$ cat src/rtl/hwloop_pkg.sv
package hwloop_pkg;
  localparam int NUM_FLAGS = 4;
  localparam int SEL_W     = $clog2(NUM_FLAGS);

  typedef logic [NUM_FLAGS-1:0] flags_t;   // [0] sign [1] zero [2] carry [3] overflow
  typedef logic [SEL_W-1:0]     flag_sel_t;

  // Repeat when the chosen flag differs from the exit polarity.
  function automatic logic loop_repeat(input flags_t f, input flag_sel_t sel, input logic pol);
    return f[sel] ^ pol;
  endfunction
endpackage

$ cat src/rtl/hwloop_rst_sync.sv
module hwloop_rst_sync #(
  parameter int STAGES = 2
) (
  input  logic clk,
  input  logic rst_n,
  output logic rst_sync_n
);
  logic [STAGES-1:0] sync_q;

  always_ff @(posedge clk or negedge rst_n) begin
    if (!rst_n) sync_q <= '0;
    else        sync_q <= {sync_q[STAGES-2:0], 1'b1};
  end

  assign rst_sync_n = sync_q[STAGES-1];
endmodule

$ cat src/rtl/hwloop_flags.sv
module hwloop_flags
  import hwloop_pkg::*;
(
  input  logic   clk,
  input  logic   rst_n,
  input  logic   wr_en,
  input  flags_t wr_data,
  output flags_t flags_q
);
  flags_t flags_d;

  always_comb begin
    flags_d = flags_q;
    if (wr_en) flags_d = wr_data;
  end

  always_ff @(posedge clk or negedge rst_n) begin
    if (!rst_n) flags_q <= '0;
    else        flags_q <= flags_d;
  end
endmodule

$ cat src/rtl/hwloop_regs.sv
module hwloop_regs
  import hwloop_pkg::*;
#(
  parameter int PC_W  = 32,
  parameter int LEN_W = 8
) (
  input  logic             clk,
  input  logic             rst_n,
  input  logic             setup_valid,
  input  logic [PC_W-1:0]  setup_pc,
  input  logic [LEN_W-1:0] setup_len,
  input  flag_sel_t        setup_sel,
  input  logic             setup_pol,
  input  logic             redirect,
  input  logic             exit_taken,
  output logic             active_q,
  output logic [PC_W-1:0]  start_q,
  output logic [PC_W-1:0]  end_q,
  output flag_sel_t        sel_q,
  output logic             pol_q
);
  logic            load_en;
  logic            active_d;
  logic [PC_W-1:0] start_d, end_d;

  // Zero-length setups and squashed setups never load.
  assign load_en = setup_valid && (setup_len != '0) && !redirect;
  assign start_d = setup_pc + PC_W'(1);
  assign end_d   = setup_pc + PC_W'(setup_len);

  always_comb begin
    active_d = active_q;
    if (redirect)        active_d = 1'b0;
    else if (load_en)    active_d = 1'b1;
    else if (exit_taken) active_d = 1'b0;
  end

  always_ff @(posedge clk or negedge rst_n) begin
    if (!rst_n) active_q <= 1'b0;
    else        active_q <= active_d;
  end

  always_ff @(posedge clk or negedge rst_n) begin
    if (!rst_n) begin
      start_q <= '0;
      end_q   <= '0;
      sel_q   <= '0;
      pol_q   <= 1'b0;
    end else if (load_en) begin
      start_q <= start_d;
      end_q   <= end_d;
      sel_q   <= setup_sel;
      pol_q   <= setup_pol;
    end
  end
endmodule

$ cat src/rtl/hwloop_nextpc.sv
module hwloop_nextpc
  import hwloop_pkg::*;
#(
  parameter int PC_W = 32
) (
  input  logic            active,
  input  logic            redirect,
  input  logic [PC_W-1:0] fetch_pc,
  input  logic [PC_W-1:0] start_addr,
  input  logic [PC_W-1:0] end_addr,
  input  flags_t          flags,
  input  flag_sel_t       sel,
  input  logic            pol,
  output logic [PC_W-1:0] next_pc,
  output logic            exit_taken
);
  logic at_end;
  logic again;

  assign at_end = active && !redirect && (fetch_pc == end_addr);
  assign again  = loop_repeat(flags, sel, pol);

  always_comb begin
    next_pc    = fetch_pc + PC_W'(1);
    exit_taken = 1'b0;
    if (at_end) begin
      if (again) begin
        next_pc = start_addr;
      end else begin
        next_pc    = end_addr + PC_W'(1);
        exit_taken = 1'b1;
      end
    end
  end
endmodule

$ cat src/rtl/hwloop_ctrl.sv
module hwloop_ctrl
  import hwloop_pkg::*;
#(
  parameter int PC_W  = 32,
  parameter int LEN_W = 8
) (
  input  logic             clk,
  input  logic             rst_n,
  input  logic             setup_valid,
  input  logic [PC_W-1:0]  setup_pc,
  input  logic [LEN_W-1:0] setup_len,
  input  logic [1:0]       setup_flag_sel,
  input  logic             setup_polarity,
  input  logic             flag_we,
  input  logic [3:0]       flag_in,
  input  logic [PC_W-1:0]  fetch_pc,
  input  logic             redirect,
  output logic [PC_W-1:0]  next_pc,
  output logic             loop_active
);
  logic            rst_int_n;
  flags_t          flags_q;
  logic [PC_W-1:0] start_q, end_q;
  flag_sel_t       sel_q;
  logic            pol_q;
  logic            exit_taken;

  hwloop_rst_sync #(.STAGES(2)) u_rst (
    .clk(clk), .rst_n(rst_n), .rst_sync_n(rst_int_n)
  );

  hwloop_flags u_flags (
    .clk(clk), .rst_n(rst_int_n), .wr_en(flag_we), .wr_data(flag_in), .flags_q(flags_q)
  );

  hwloop_regs #(.PC_W(PC_W), .LEN_W(LEN_W)) u_regs (
    .clk(clk), .rst_n(rst_int_n),
    .setup_valid(setup_valid), .setup_pc(setup_pc), .setup_len(setup_len),
    .setup_sel(setup_flag_sel), .setup_pol(setup_polarity),
    .redirect(redirect), .exit_taken(exit_taken),
    .active_q(loop_active), .start_q(start_q), .end_q(end_q),
    .sel_q(sel_q), .pol_q(pol_q)
  );

  hwloop_nextpc #(.PC_W(PC_W)) u_npc (
    .active(loop_active), .redirect(redirect), .fetch_pc(fetch_pc),
    .start_addr(start_q), .end_addr(end_q), .flags(flags_q),
    .sel(sel_q), .pol(pol_q), .next_pc(next_pc), .exit_taken(exit_taken)
  );
endmodule

$ cat config.mk
export PLATFORM = sky130hd
export DESIGN_NAME = hwloop_ctrl
export DESIGN_NICKNAME = d
export VERILOG_FILES = /design/src/rtl/hwloop_pkg.sv /design/src/rtl/hwloop_rst_sync.sv /design/src/rtl/hwloop_flags.sv /design/src/rtl/hwloop_regs.sv /design/src/rtl/hwloop_nextpc.sv /design/src/rtl/hwloop_ctrl.sv
export SDC_FILE = /design/constraint.sdc
export NUM_CORES = 1
export LEC_CHECK = 0
export BUFFER_PORTS_ARGS = -buffer_cell sky130_fd_sc_hd__buf_2
export CORE_ASPECT_RATIO = 0.6
export CORE_UTILIZATION = 42
export CTS_BUF_LIST = sky130_fd_sc_hd__clkbuf_16
export DETAILED_ROUTE_END_ITERATION = 8
export PLACE_DENSITY_LB_ADDON = 0.08
export SLEW_MARGIN = 10
export SYNTH_ARGS = -nofsm -noshare
export SYNTH_HDL_FRONTEND = slang
export SYNTH_SLANG_ARGS = --single-unit
$ cat constraint.sdc
create_clock -name clk -period 5.3 [get_ports clk]
set_input_delay 0 -clock clk [delete_from_list [all_inputs] [get_ports clk]]
set_output_delay 0 -clock clk [all_outputs]
set_load 0.03 [all_outputs]
==> results of run 1 <==
[power by group through the flow]
stage               clock [mW]  sequential [mW]  combinational, mW
floorplan                    0            0.708              0.393
global placement             0            0.760              0.582
detailed placement           0            0.763              0.583
CTS                      0.665            0.752              0.596
global route             0.691            0.767              0.661
finish                   0.656            0.759              0.604
[area by class of cell]
cell class / instances / area [um^2] / area share
well taps: 198 / 247.7 / 0.03312
flip-flops and latches: 74 / 1853 / 0.2477
repair buffers: 139 / 790.8 / 0.1057
inverters: 10 / 37.54 / 0.005018
multi-input cells: 659 / 4230 / 0.5656
clock inverters: 7 / 95.09 / 0.01271
clock buffers: 9 / 225.2 / 0.03011
[cell usage in the layout, fill, tap and decap left out, types with 11 or more instances in the layout]
master         count
a21oi_1           22
buf_2            116
dfrtp_1           73
dlygate4sd3_1     15
ha_1              11
inv_1             11
mux2i_1           19
nand2_1          135
nand3_1           46
nand4_1           33
nor2_1            40
nor4_1            17
o21ai_0           78
xnor2_1           52
xor2_1            93
[cells by family after synthesis]
group,share of synthesized area
AOI/OAI and AO/OA,0.1236
xor gates and xnor gates,0.2039
adders and majority gates,0.02499
buffers and inverters,0.03848
DFF,0.2935
muxes,0.04621
other,0.0005944
and+or+nand+nor,0.2687
[final timing paths]
check	startpoint	to	slack (ns)	cells after the start
hold reg to reg	u_rst.sync_q[0]	u_rst.sync_q[1]	0.35	0
hold / removal	setup_pc[7]	u_regs.start_q[7]	0.01	3
setup / recovery	u_regs.sel_q[0]	next_pc[1]	2.53	6
max in group asynchronous	u_rst.sync_q[1]	u_regs.start_q[14]	4.20	1
min in group asynchronous	u_rst.sync_q[1]	u_regs.start_q[1]	0.49	1
setup reg to reg	u_regs.end_q[18]	u_regs.active_q	3.21	7
[flip-flops by register name (all words and copies together) (netlist names)]
signal           count
u_flags.flags_q      4
u_regs.active_q      1
u_regs.end_q        32
u_regs.pol_q         1
u_regs.sel_q         2
u_regs.start_q      32
u_rst.sync_q         2
[worst max-delay path, cell delays in order (launching register included)]
cell and delay, ns:
dfrtp_1 0.38, mux4_2 0.57, xnor2_4 0.14, buf_4 0.49, mux2_2 0.40, mux2_2 0.26
buf_2 0.18
[metal layers]
metal | GRT usage | share of wire
met1 | 0.5209 | 0.58
met2 | 0.3468 | 0.34
met3 | 0.05017 | 0.084
met4 | 0.03883 | 0.0052
met5 | 0 | 0
==> flow_metrics.py, run 1 <==
metrics = {
    "timing": {
        "finClkSkew_ns": 0.007063,
        "layout_worst_path_cycle_share": 0.5220,
        "worst_pin_slew_ns": 1.086,
        "final-hold-violation-count": 0,
        "finalSetupTns_ns": 0,
        "relSlewSlack": 0.2759,
        "fin_ws_ns": 2.533,
        "setup_viol": 0,
        "maxSlewViolCount": 0,
        "layout_min_cycle_time_ns": 2.767,
        "fmax_mhz": 361.4,
        "whs_ns": 0.01356,
        "rsz0062_at_grt": "false",
    },
    "floorplanning": {
        "rows": 34,
        "die_w_um": 160.2,
        "ios": 117,
        "initial_utilization": 0.4323,
        "die_y_um": 96.94,
        "core_region_area_mm2": 0.01459,
        "dieArea_mm2": 0.01553,
    },
    "grt": {
        "antenna_found_initial": 0,
        "grt_pass1_vias": 5688,
        "grt_max_degree": 127,
        "grt_pass1_wl_um": 34510,
        "grt_usage": 0.2931,
        "gr-total-overflow": 0,
    },
    "yosys": {
        "synth-seq-cells": 74,
        "synth_top_cell_area_share": 0.2935,
        "synth_warnings": 0,
        "synthTopCellsByArea": "dfrtp_1 29%, xor2_1 13%, nand2_1 8.0%",
        "syn_area_per_cell_um2": 7.975,
        "synth.most_common_cell": "nand2_1",
        "synth_edf_count": 0,
        "synth_fp_nets": 887,
        "yosysSeqAreaShare": 0.2935,
        "synth.distinct_cells": 60,
        "synth_commonest_cells": "135 x nand2_1, 93 x xor2_1, 78 x o21ai_0",
        "synthArstFlopShare": 1.000,
        "yosys.area.top_type": "dfrtp_1",
        "syn-cell-area_mm2": 0.006309,
        "netlist_instances": 791,
        "synth_top_flop_cell": "dfrtp_1",
    },
    "pwr": {
        "ir_drop_uv": 172.7,
        "p_leak_nw": 3.108,
        "switching_share": 0.3669,
        "power.share.clock": 0.325,
        "power.switching_mw": 0.7408,
        "internal_power_mw": 1.278,
        "powerDensity_mw_per_mm2": 270.0,
        "pwr-share-comb": 0.299,
        "p_seq_frac": 0.376,
        "finalPower_mw": 2.019,
    },
    "clocking": {
        "clock-sinks": 74,
        "clkSlewWorstSetupHoldPaths_ns": 0.06,
        "cts_max_path_buffers": 2,
        "cts_tree": "done",
        "cts_setup_buffers": 0,
        "postCtsHoldBufs": 15,
        "cts-resized-gates": 0,
        "clk_latency_ns": 0.33,
        "cts_buffers": 9,
        "root_buffer": "clkbuf_16",
        "cts-htree-levels": 3,
    },
    "drt": {
        "wl_um": 22040,
        "avgViaCountPerCell": 5.571,
        "wl_per_cell_um": 20.11,
        "drc_errors": 0,
        "detailedRoute.firstPassIterationCount": 5,
        "vias": 6106,
        "drt_iter0_markers": 656,
        "ant_nets": 0,
    },
    "setup_path": {
        "critPathMaxFanout": 53,
        "criticalPathCategory": "reg -> out",
        "startpoint_type": "register",
        "end_kind": "output port",
        "worst_ep_arrival_time_ns": 2.77,
        "crit_required_ns": 5.30,
    },
    "flow_run": {
        "max-cap-violations": 0,
    },
    "final_layout": {
        "nets": 989,
        "fill_cells": 1440,
        "instances_no_fill": 1096,
        "design_area_mm2": 0.007480,
        "utilization": 0.5126,
        "area_growth_pct": 18.56,
        "n_antenna_cell": 0,
        "layout-drive-gt1-share": 0.1837,
    },
    "placement": {
        "io_buffers": 116,
        "place.gp.congestion": 0.9398,
        "dp_hpwl_um": 17680,
        "place_ws_ns": 2.880,
        "place_inst": 1065,
        "dpl_cell_area_mm2": 0.007009,
    },
    "run_status": {
        "outcome": "complete, no violations",
    },
    "hold_path": {
        "holdCritPathClass": "in -> reg",
    },
}
Power figures use the tool's default switching activity.
==> inputs of run 2 (changes only) <==
==> constraint.sdc (replaced) <==
create_clock -name clk -period 2.8 [get_ports clk]
set_input_delay 0 -clock clk [delete_from_list [all_inputs] [get_ports clk]]
set_output_delay 0 -clock clk [all_outputs]
set_load 0.03 [all_outputs]
==> flow_metrics.py, run 2 (synthesized netlist as in run 1, its figures left out) <==
metrics = {
    "run_status": {
        "outcome": "complete, no violations",
    },
    "grt": {
        "antenna_found_initial": 0,
        "gr-total-overflow": 0,
        "grt_pass1_wl_um": 34340,
        "grt_usage": 0.2931,
        "grt_max_degree": 54,
        "grt_pass1_vias": 5549,
    },
    "timing": {
        "rsz0062_at_grt": "false",
        "whs_ns": 0.03503,
        "final-hold-violation-count": 0,
        "relSlewSlack": 0.4484,
        "layout_worst_path_cycle_share": 0.9385,
        "layout_min_cycle_time_ns": 2.628,
        "setup_viol": 0,
        "finClkSkew_ns": 0.004958,
        "finalSetupTns_ns": 0,
        "fin_ws_ns": 0.1721,
        "worst_pin_slew_ns": 0.8273,
        "maxSlewViolCount": 0,
        "fmax_mhz": 380.5,
    },
    "setup_path": {
        "end_kind": "output port",
        "startpoint_type": "register",
        "criticalPathCategory": "reg -> out",
        "worst_ep_arrival_time_ns": 2.63,
        "crit_required_ns": 2.80,
        "critPathMaxFanout": 21,
    },
    "floorplanning": {
        "die_y_um": 96.94,
        "rows": 34,
        "die_w_um": 160.2,
        "initial_utilization": 0.4323,
        "ios": 117,
        "dieArea_mm2": 0.01553,
        "core_region_area_mm2": 0.01459,
    },
    "drt": {
        "wl_um": 22360,
        "wl_per_cell_um": 20.04,
        "ant_nets": 0,
        "wl_met1_um": 12890,
        "detailedRoute.firstPassIterationCount": 5,
        "avgViaCountPerCell": 5.482,
        "drt_iter0_markers": 581,
        "wl_met2_um": 7575,
        "vias": 6118,
        "drc_errors": 0,
        "routed.top_layer": "met4",
        "dr_wl_met3_um": 1801,
    },
    "clocking": {
        "clk_latency_ns": 0.33,
        "cts_max_path_buffers": 2,
        "clock-sinks": 74,
        "cts-htree-levels": 3,
        "clkSlewWorstSetupHoldPaths_ns": 0.06,
        "root_buffer": "clkbuf_16",
        "cts_tree": "done",
        "cts_buffers": 9,
    },
    "pwr": {
        "pwr-share-comb": 0.323,
        "p_seq_frac": 0.372,
        "powerDensity_mw_per_mm2": 495.8,
        "ir_drop_uv": 388.3,
        "finalPower_mw": 3.825,
        "switching_share": 0.3759,
        "p_leak_nw": 3.239,
        "power.share.clock": 0.305,
        "power.switching_mw": 1.438,
        "internal_power_mw": 2.387,
    },
    "final_layout": {
        "final_cell_mix": "135 x nand2_1, 116 x buf_2, 93 x xor2_1, 78 x o21ai_0, 73 x dfrtp_1",
        "design_area_mm2": 0.007715,
        "top_regs": "u_regs.end_q: 32 flops, u_regs.start_q: 32 flops, u_flags.flags_q: 4 flops",
        "final_common_cell": "nand2_1",
        "layout-drive-gt1-share": 0.2048,
        "nets": 1009,
        "n_antenna_cell": 0,
        "area_growth_pct": 22.29,
        "fill_cells": 1457,
    },
    "placement": {
        "io_buffers": 116,
        "place_ws_ns": 0.4081,
        "place.gp.congestion": 0.9098,
        "dp_hpwl_um": 18430,
        "dpl_cell_area_mm2": 0.007239,
    },
    "flow_run": {
        "max-cap-violations": 0,
    },
    "hold_path": {
        "holdCritPathClass": "in -> reg",
    },
}
-- run 2: worst paths after layout --
kind,startpoint,to,slack (ns),cells after the start
setup reg to reg,u_regs.end_q[4],u_regs.active_q,1.00,6
hold reg to reg,u_rst.sync_q[0],u_rst.sync_q[1],0.35,0
hold / removal,setup_pc[31],u_regs.end_q[31],0.04,3
max in group asynchronous,u_rst.sync_q[1],u_regs.end_q[14],1.61,1
min in group asynchronous,u_rst.sync_q[1],u_regs.start_q[0],0.38,0
setup / recovery,u_regs.end_q[4],next_pc[8],0.17,8
-- run 2: routing by layer --
layer,track usage,up-vias
li1,-,3010
met1,0.5173,2832
met2,0.3492,267
met3,0.05446,9
met4,0.03736,0
met5,0,-
-- run 2: layout make-up --
type                            instances  area [um^2]  share of cell area
Clock inverter                          7        76.32            0.009893
Tap cell                              198        247.7             0.03211
Sequential cell                        74         1853              0.2402
Timing Repair Buffer                  159         1026              0.1330
Inverter                               10        37.54            0.004865
Multi-Input combinational cell        659         4249              0.5508
Clock buffer                            9        225.2             0.02919
-- run 2: timing repair --
item / CTS / global route
hold buffers: 14 / 0
setup buffers: 0 / 2
endpoints found under the hold margin: 10 / 0
setup endpoints to repair: 0 / 15
gates resized for setup: 0 / 3
-- run 2: through the flow --
step / instances / utilization
floorplan: 791 / -
detailed placement: 1084 / 0.4961
global route: 1116 / 0.5287
finish: 1116 / 0.5287
CTS: 1114 / 0.5264
global placement: 1084 / 0.4961
-- run 2: power by group through the flow --
stage / sequential, mW / combinational (mW) / clock [mW]
floorplan: 1.34 / 0.744 / 0
global placement: 1.43 / 1.18 / 0
detailed placement: 1.43 / 1.19 / 0
CTS: 1.41 / 1.21 / 1.19
global route: 1.44 / 1.34 / 1.23
finish: 1.42 / 1.23 / 1.17
-- run 2: critical path: stages (launching register included) --
cell,delay [ns]
dfrtp_1,0.49
xor2_1,0.20
nor4_1,0.29
nand4_1,0.19
nor3_4,0.30
buf_12,0.20
buf_12,0.16
mux2i_1,0.23
buf_2,0.23
